### src/rtl/l2cfg_pkg.sv
package l2cfg_pkg;
    localparam int unsigned OFS_W  = 12;
    localparam int unsigned WORD_W = 32;

    typedef logic [OFS_W-1:0]  ofs_t;
    typedef logic [WORD_W-1:0] word_t;

    // Offsets whose position software relies on
    localparam ofs_t OFS_ID     = 12'h000;
    localparam ofs_t OFS_CTYPE  = 12'h004;
    localparam ofs_t OFS_CTRL   = 12'h100;
    localparam ofs_t OFS_AUX    = 12'h104;
    localparam ofs_t OFS_TAGL   = 12'h108;
    localparam ofs_t OFS_DATAL  = 12'h10C;
    localparam ofs_t OFS_FLO    = 12'hC00;
    localparam ofs_t OFS_FHI    = 12'hC04;
    localparam ofs_t QUIET_LO   = 12'h730;
    localparam ofs_t QUIET_HI   = 12'h7FF;

    // Way-size bits inside the auxiliary control word
    localparam int unsigned WAY_LSB = 16;
    localparam int unsigned WAY_W   = 4;

    typedef enum logic [3:0] {
        K_ID, K_CTYPE, K_CTRL, K_AUX, K_TAGL, K_DATAL,
        K_FLO, K_FHI, K_QUIET, K_BAD
    } kind_e;

    typedef struct packed {
        logic  en;
        word_t aux;
        word_t tagl;
        word_t datal;
        word_t flo;
        word_t fhi;
    } cfg_t;

    typedef struct packed {
        word_t rdata;
        logic  err;
    } resp_t;
endpackage

### src/rtl/l2cfg_decode.sv
module l2cfg_decode
    import l2cfg_pkg::*;
#(
    parameter int unsigned N_MAINT = 3,
    parameter logic [N_MAINT*OFS_W-1:0] MAINT_OFS = {12'hF80, 12'hF60, 12'hF40}
) (
    input  ofs_t  ofs,
    output kind_e kind
);
    logic [N_MAINT-1:0] maint_hit;
    logic               in_quiet;

    for (genvar g = 0; g < N_MAINT; g++) begin : g_maint
        assign maint_hit[g] = (ofs == MAINT_OFS[g*OFS_W +: OFS_W]);
    end

    assign in_quiet = (ofs >= QUIET_LO) && (ofs <= QUIET_HI);

    always_comb begin
        kind = K_BAD;
        if (in_quiet || (|maint_hit)) begin
            kind = K_QUIET;
        end else begin
            case (ofs)
                OFS_ID:    kind = K_ID;
                OFS_CTYPE: kind = K_CTYPE;
                OFS_CTRL:  kind = K_CTRL;
                OFS_AUX:   kind = K_AUX;
                OFS_TAGL:  kind = K_TAGL;
                OFS_DATAL: kind = K_DATAL;
                OFS_FLO:   kind = K_FLO;
                OFS_FHI:   kind = K_FHI;
                default:   kind = K_BAD;
            endcase
        end
    end
endmodule

### src/rtl/l2cfg_store.sv
module l2cfg_store
    import l2cfg_pkg::*;
#(
    parameter word_t AUX_RESET = 32'h0202_0000
) (
    input  logic  clk,
    input  logic  rst_n,
    input  logic  wr_en,
    input  kind_e kind,
    input  word_t wdata,
    output cfg_t  cfg
);
    cfg_t cfg_d, cfg_q;

    always_comb begin
        cfg_d = cfg_q;
        if (wr_en) begin
            case (kind)
                K_CTRL:  cfg_d.en    = wdata[0];
                K_AUX:   cfg_d.aux   = wdata;
                K_TAGL:  cfg_d.tagl  = wdata;
                K_DATAL: cfg_d.datal = wdata;
                K_FLO:   cfg_d.flo   = wdata;
                K_FHI:   cfg_d.fhi   = wdata;
                default: ;
            endcase
        end
    end

    always_ff @(posedge clk or negedge rst_n) begin
        if (!rst_n) begin
            cfg_q <= '{en: 1'b0, aux: AUX_RESET, tagl: '0, datal: '0, flo: '0, fhi: '0};
        end else begin
            cfg_q <= cfg_d;
        end
    end

    assign cfg = cfg_q;
endmodule

### src/rtl/l2cfg_typeword.sv
module l2cfg_typeword
    import l2cfg_pkg::*;
#(
    parameter word_t BASE = 32'h1C10_0100
) (
    input  logic [WAY_W-1:0] way_bits,
    output word_t            type_word
);
    localparam int unsigned FIELD_W = 5;
    localparam int unsigned POS_HI  = 18;
    localparam int unsigned POS_LO  = 6;

    logic [FIELD_W-1:0] field;

    assign field     = {way_bits[WAY_W-1:1], 1'b0, way_bits[0]};
    assign type_word = BASE | (word_t'(field) << POS_HI) | (word_t'(field) << POS_LO);
endmodule

### src/rtl/l2cfg_regs.sv
module l2cfg_regs
    import l2cfg_pkg::*;
#(
    parameter logic [31:0] ID_WORD    = 32'h4100_00C8,
    parameter logic [31:0] TYPE_BASE  = 32'h1C10_0100,
    parameter logic [31:0] AUX_RESET  = 32'h0202_0000
) (
    input  logic        clk,
    input  logic        rst_n,
    input  logic        sel,
    input  logic        wr,
    input  logic [11:0] offset,
    input  logic [31:0] wdata,
    output logic [31:0] rdata,
    output logic        err
);
    kind_e kind;
    cfg_t  cfg;
    word_t type_word;
    resp_t resp_d, resp_q;

    l2cfg_decode u_dec (
        .ofs  (offset),
        .kind (kind)
    );

    l2cfg_store #(.AUX_RESET(AUX_RESET)) u_store (
        .clk   (clk),
        .rst_n (rst_n),
        .wr_en (sel && wr),
        .kind  (kind),
        .wdata (wdata),
        .cfg   (cfg)
    );

    l2cfg_typeword #(.BASE(TYPE_BASE)) u_type (
        .way_bits  (cfg.aux[WAY_LSB +: WAY_W]),
        .type_word (type_word)
    );

    always_comb begin
        resp_d     = resp_q;
        resp_d.err = 1'b0;
        if (sel) begin
            resp_d.err = (kind == K_BAD);
            case (kind)
                K_ID:    resp_d.rdata = ID_WORD;
                K_CTYPE: resp_d.rdata = type_word;
                K_CTRL:  resp_d.rdata = {{(WORD_W-1){1'b0}}, cfg.en};
                K_AUX:   resp_d.rdata = cfg.aux;
                K_TAGL:  resp_d.rdata = cfg.tagl;
                K_DATAL: resp_d.rdata = cfg.datal;
                K_FLO:   resp_d.rdata = cfg.flo;
                K_FHI:   resp_d.rdata = cfg.fhi;
                default: resp_d.rdata = '0;
            endcase
        end
    end

    always_ff @(posedge clk or negedge rst_n) begin
        if (!rst_n) begin
            resp_q <= '0;
        end else begin
            resp_q <= resp_d;
        end
    end

    assign rdata = resp_q.rdata;
    assign err   = resp_q.err;
endmodule

### config.mk
export PLATFORM = sky130hd
export DESIGN_NAME = l2cfg_regs
export DESIGN_NICKNAME = d
export VERILOG_FILES = /design/src/rtl/l2cfg_pkg.sv /design/src/rtl/l2cfg_decode.sv /design/src/rtl/l2cfg_store.sv /design/src/rtl/l2cfg_typeword.sv /design/src/rtl/l2cfg_regs.sv
export SDC_FILE = /design/constraint.sdc
export NUM_CORES = 1
export LEC_CHECK = 0
export ABC_AREA = 1
export ABC_CLOCK_PERIOD_IN_PS = 1000
export BUFFER_PORTS_ARGS = -buffer_cell sky130_fd_sc_hd__buf_2
export CORE_MARGIN = 2
export CORE_UTILIZATION = 42
export DETAILED_ROUTE_END_ITERATION = 8
export SLEW_MARGIN = 25
export SYNTH_ARGS = -nofsm -noshare
export SYNTH_HDL_FRONTEND = slang
export SYNTH_SLANG_ARGS = --single-unit
### constraint.sdc
create_clock -name clk -period 1 [get_ports clk]
set_input_delay 0.1 -clock clk [delete_from_list [all_inputs] [get_ports clk]]
set_output_delay 0.1 -clock clk [all_outputs]
set_load 0.05 [all_outputs]
### Word level (Yosys, flattened, before mapping)

Cells that the tools add are included.

* output and inout port bits: 33
* word-level logic and storage cells: 45
* bits of input ports: 48
* register bits after elaboration: 194

* $lt $le $gt $ge: 2
* reductions and logical operators: 12
* bitwise gates (word level): 1
* equal/unequal tests: 18
* muxes and demuxes: 4

Operators with widths (count)
* $pmux W32 S8: 1
* $eq A12 B12 Y1 const B: 5
* $eq A12 B9 Y1 const B: 4
* $pmux W4 S8: 1
* $or A29 B11 Y29: 1
* $eq A4 B3 Y1 const B: 4
* $eq A12 B3 Y1 const B: 1
* $ge A12 B11 Y1 const B: 1
* $le A12 B11 Y1 const B: 1
* $logic_not A12 Y1: 1
* $reduce_and A2 Y1: 6
* $eq A4 B2 Y1 const B: 2
* $eq A4 B1 Y1 const B: 1
* $eq A4 B4 Y1 const B: 1
* $logic_not A4 Y1: 1
* $mux W4: 1
* $reduce_or A3 Y1: 1
* $logic_and A1 B1 Y1: 2
* $logic_or A1 B1 Y1: 1
* $mux W1: 1

### Depth between registers and ports, before layout

* word-level depth: 6
* mapped depth: 12
* depth with buffers taken out: 11

### Modules after synthesis

A second synthesis with hierarchy kept.

* cell total of the unflattened synthesis: 1413
* area total of the unflattened synthesis: 10152.2 um^2

Modules (own cells, without submodules)
* l2cfg_store: cells an instance 743, area an instance 6527.5 um^2, seq. area each 4031.4 um^2, instances 1
* l2cfg_regs: cells an instance 582, area an instance 3130.5 um^2, seq. area each 825.8 um^2, instances 1
* l2cfg_typeword: cells an instance 34, area an instance 247.7 um^2, seq. area each 0.0 um^2, instances 1
* l2cfg_decode: cells an instance 54, area an instance 246.5 um^2, seq. area each 0.0 um^2, instances 1

### Worst setup path before layout

Ideal clock, no wire load.

* kind: input to register
* start point: input port offset[5]
* end point: register u_store.cfg_q, in the netlist u_store.cfg[11]
* path slack: -0.170 ns
* stages: 9
* required time: 0.870 ns
* arrival: 1.040 ns
* buffers on the path: 1
* path through: nor2_2 > nand2_2 > nor2_2 > nand2_1 > inv_2 > nand2_2 > clkbuf_1 > nand2_1 > o21ai_1

* longest elaborated chain between the ends: 6

Ends and longest elaborated chain
* start, declared: line l2cfg_regs.sv:12 `input logic [11:0] offset,`
* $ge A12 B11 Y1 (tied with other cells): line l2cfg_decode.sv:17 `assign in_quiet = (ofs >= QUIET_LO) && (ofs <= QUIET_HI);`
* $logic_and A1 B1 Y1 or $reduce_or A3 Y1 (tied branches): line l2cfg_decode.sv:17, l2cfg_decode.sv:21
* $logic_or A1 B1 Y1: line l2cfg_decode.sv:21 `if (in_quiet || (|maint_hit)) begin`
* $mux W4 *: line l2cfg_decode.sv:21
* $eq A4 B3 Y1 *: line l2cfg_store.sv:18 `case (kind)`
* $reduce_and A2 Y1 (no source line) *
* end signal, assigned: line l2cfg_store.sv:32 `cfg_q <= '{en: 1'b0, aux: AUX_RESET, tagl: '0, datal: '0, flo: '0, fhi: '0};`
* end signal, assigned: line l2cfg_store.sv:34 `cfg_q <= cfg_d;`
* end, declared: line l2cfg_store.sv:13 `cfg_t cfg_d, cfg_q;`

Every way passes the cells marked *; elsewhere a longest branch is shown, timed or not.
A chain may end at the register's enable or synchronous reset.

### Final worst setup path

* start point: input port offset[0]
* end point: register u_store.cfg_q, in the netlist u_store.cfg[137]

* longest elaborated chain between the ends: 6

Ends and longest elaborated chain (line)
* $ge A12 B11 Y1 (tied with other cells): l2cfg_decode.sv:17
* $logic_and A1 B1 Y1 or $reduce_or A3 Y1 (tied branches): l2cfg_decode.sv:17, l2cfg_decode.sv:21
* $logic_or A1 B1 Y1: l2cfg_decode.sv:21
* $mux W4 *: l2cfg_decode.sv:21
* $eq A4 B2 Y1 *: l2cfg_store.sv:18
* $reduce_and A2 Y1 (no source line) *

Marks and branches as above.

==> summary.md <==
| Metric | Value |
|---|---|
| Hold Path Sink | u_store.cfg[12] |
| Worst-margin pin slew | 0.362 ns |
| Skew-Pair Late Insertion Delay | around 0.45 ns |
| Worst Setup Start Kind | primary input |
| Routed via count | just over 9000 |
| Mapped Cells | between 1000 and 1500 |
| Mapped cell area | around 9000 um^2 |
| Register-to-register path setup slack | -0.10 ns |
| Setup ws final | -0.234 ns |
| Hold Path Class | primary input to register |
| Area grow syn2layout | 67.2% |
| Max FO, Critical Path | 8 |
| Pwr/cell area | 1110 nW/um^2 |
| FMAX | about 810 MHz |
| MaxCap Viol Count | 0 |
| Max IR drop VDD | 862 uV |
| Gpl congestion | ~0.83 |
| Bufs on Longest Clock Path | 2 |
| Dpl hpwl | about 17 mm |
| Synthesized flop and latch total | approximately 190 |
| Hold_sp | wdata[12] |
| Commonest cells in the synthesized netlist | nand2_1 (433), dfrtp_1 (192), o21ai_1 (133) |
| Initial antenna violation count | 1 |
| Yosys warns | 0 |
| Worst R2R Start | u_store.cfg[6] |
| Layout cell share with drive strength beyond 1 | between 40% and 50% |
| Area after DPL | about 10000 um^2 |
| Initial Utilization | 42.4% |
| Post-Route WL | approximately 36 mm |
| Vias in the first global route | 8910 |
| Hold path cells | 3 |
| Die Y | 149 um |
| Share of the synthesized area in the top cell type | around 54% |
| Unique masters post-synth | 23 |
| Min Tclk post-route | around 1.2 ns |
| Final Total Pwr | about 16000 uW |
| Sequential cell area | 4860 um^2 |
| Drt pass-1 iters | 5 |
| Critical Path AT | roughly 1.6 ns |
| Post-Syn Area per Cell | ~8.0 um^2 |
| Max-slew violation count | 0 |
| Port Buffer Count | 80 |
| Failing checks | negative setup slack |
| Largest cells by area after synthesis | dfrtp_1 (54%), nand2_1 (18%), o21ai_1 (7.5%) |
| Root buffer cell | clkbuf_16 |
| Leak Pwr | between 0.007 and 0.008 uW |
| Crit Reg-Reg Endpoint | rdata[6] |
| Remaining Overflow, GRT | 0 |
| H-tree depth | 4 |
| Gr usage total | 30.5% |
| Outcome | finished, violations left |
| # DRC | 0 |
| Routed WL per cell | 21.8 um |
| Critical setup path kind | primary input to register |
| CTS tree | yes |
| Die ar. | ~22000 um^2 |
| Initial DRC Count | roughly 820 |
| Clock slew at reported path FFs | about 0.070 ns |
| Number of fillers in the final layout | 1349 |
| Slew HR | about 76% |
| Die Width | between 100 and 150 um |
| Std-Cell Rows | 53 |
| CTS Sinks | just under 200 |
| Multi-input gate area | around 5000 um^2 |
| Largest net degree at the start of global routing | 42 |
| Final setup fails | between 200 and 250 |
| Largest area contributor in the netlist | dfrtp_1 |
| Syn Nets | 1154 |
| Most common cell in the synthesized netlist | nand2_1 |
| Number of synthesized flops with an enable pin | 0 |
| Main flop type after synthesis | dfrtp_1 |
| Total CTS buffers | 17 |
| Global-route wire length before repair | 51.1 mm |
| Async SR Flop Fraction | 100% |
| Final clock skew | about 0.013 ns |
| Final instance area | 14800 um^2 |
| IO Count | 81 |
| CP required | 1.32 ns |
| Sequential fraction of the synthesis area | roughly 55% |
| Worst setup EP type | register |
| Nets | between 1000 and 1500 |
| RSZ-0062 raised after global routing | yes |
| Period utilisation layout | 123% |
| Post-DRT Antenna Nets | 0 |
| Reg2Reg Depth | 6 |
| Final Hold Viols | 0 |
| Post-DR vias/cell | 5.66 |
| Core Footprint | about 21000 um^2 |
layout make-up:
class                           instances  share of cell area, %
Antenna cell                            1                 0.0170
Clock buffer                           18                   2.91
Clock inverter                         14                   1.34
Inverter                               65                   1.86
Multi-Input combinational cell        784                   33.6
Sequential cell                       194                   32.9
Tap cell                              275                   2.33
Timing Repair Buffer                  292                   25.1
worst max path at each step:
stage,startpoint,end,slack (ns)
final,offset[0],u_store.cfg[137],-0.23
after CTS,rdata[29],rdata[29],-0.14
after global routing,offset[0],u_store.cfg[137],-0.28
after floorplan,offset[0],u_store.cfg[35],-0.10
after detailed placement,offset[0],rdata[27],-0.53
after global placement,offset[0],rdata[27],-0.53
timing repair:
action | CTS | global route
endpoints found under the setup margin | 195 | 227
cloned | 32 | 8
endpoints found under the hold margin | 259 | 0
resized for setup | 291 | 295
pin swaps | 52 | 59
buffers inserted | 68 | 25
hold buffers | 17 | 0
routing by layer:
metal  track usage (%)  up-vias  share of wire [%]
met2              48.6      521                 47
met3              6.54      142                8.7
met1              40.9     4547                 39
met5                 0        -                  0
li1                  -     4090                  -
met4              12.3        0                5.0
kinds of logic after synthesis:
| family | synth area share (%) |
|---|---|
| simple gates | 28.9 |
| flops | 55.0 |
| compound gates | 9.35 |
| buf+inv | 6.69 |
layout by cell type, fill, tap and decap left out, types with 4 or more instances in the layout:
| master | Yosys | layout |
|---|---|---|
| o21ai_1 | 133 | 61 |
| inv_1 | 59 | 53 |
| inv_2 | 6 | 5 |
| nand2_2 | 4 | 73 |
| buf_4 | 10 | 78 |
| o21ai_0 | 30 | 7 |
| inv_6 | 0 | 6 |
| clkbuf_16 | 0 | 22 |
| o21ai_2 | 0 | 94 |
| nand3_1 | 125 | 83 |
| buf_12 | 0 | 49 |
| buf_16 | 0 | 25 |
| nor2_2 | 4 | 14 |
| buf_2 | 34 | 38 |
| bufinv_16 | 0 | 4 |
| nor2_1 | 40 | 25 |
| inv_4 | 0 | 4 |
| nand2_1 | 433 | 278 |
| nor2_4 | 3 | 8 |
| nand2_8 | 0 | 5 |
| nand3_4 | 1 | 7 |
| nand2_4 | 0 | 83 |
| dfrtp_1 | 192 | 192 |
| buf_6 | 3 | 68 |
| nand3_2 | 2 | 38 |
| dlygate4sd3_1 | 0 | 17 |
| buf_8 | 0 | 10 |
state kept, by name, summed over array words and instances, names as in the netlist:
signal       flops
rdata           32
u_store.cfg    161
err              1
critical path, stage by stage:
cell     delay, ns
buf_8         0.10
nor2_4        0.18
nand3_2       0.12
nor2_4        0.21
nand2_4       0.11
inv_8         0.09
buf_8         0.12
buf_12        0.11
nand2_8       0.09
buf_12        0.19
nand2_2       0.05
o21ai_1       0.07
stage by stage:
step / hold slack (ns) / TNS [ns] / worst slack, ns / cells / utilization (%)
2_1_floorplan: -0.196 / -16.34 / -0.105 / 1106 / -
3_3_place_gp: 0.0330 / -89.76 / -0.535 / 1474 / 49.6
3_5_place_dp: 0.0332 / -91.01 / -0.531 / 1474 / 49.6
4_1_cts: 0.000243 / -11.42 / -0.142 / 1621 / 64.9
5_1_grt: 0.0442 / -35.26 / -0.283 / 1642 / 70.9
6_report: 0.0131 / -26.53 / -0.234 / 1643 / 70.9
report_power, final:
group          internal (uW)  switching [uW]
Clock                   4230            3250
Sequential              7860            17.0
Combinational            354             645
(Power assumes the default switching activity.)
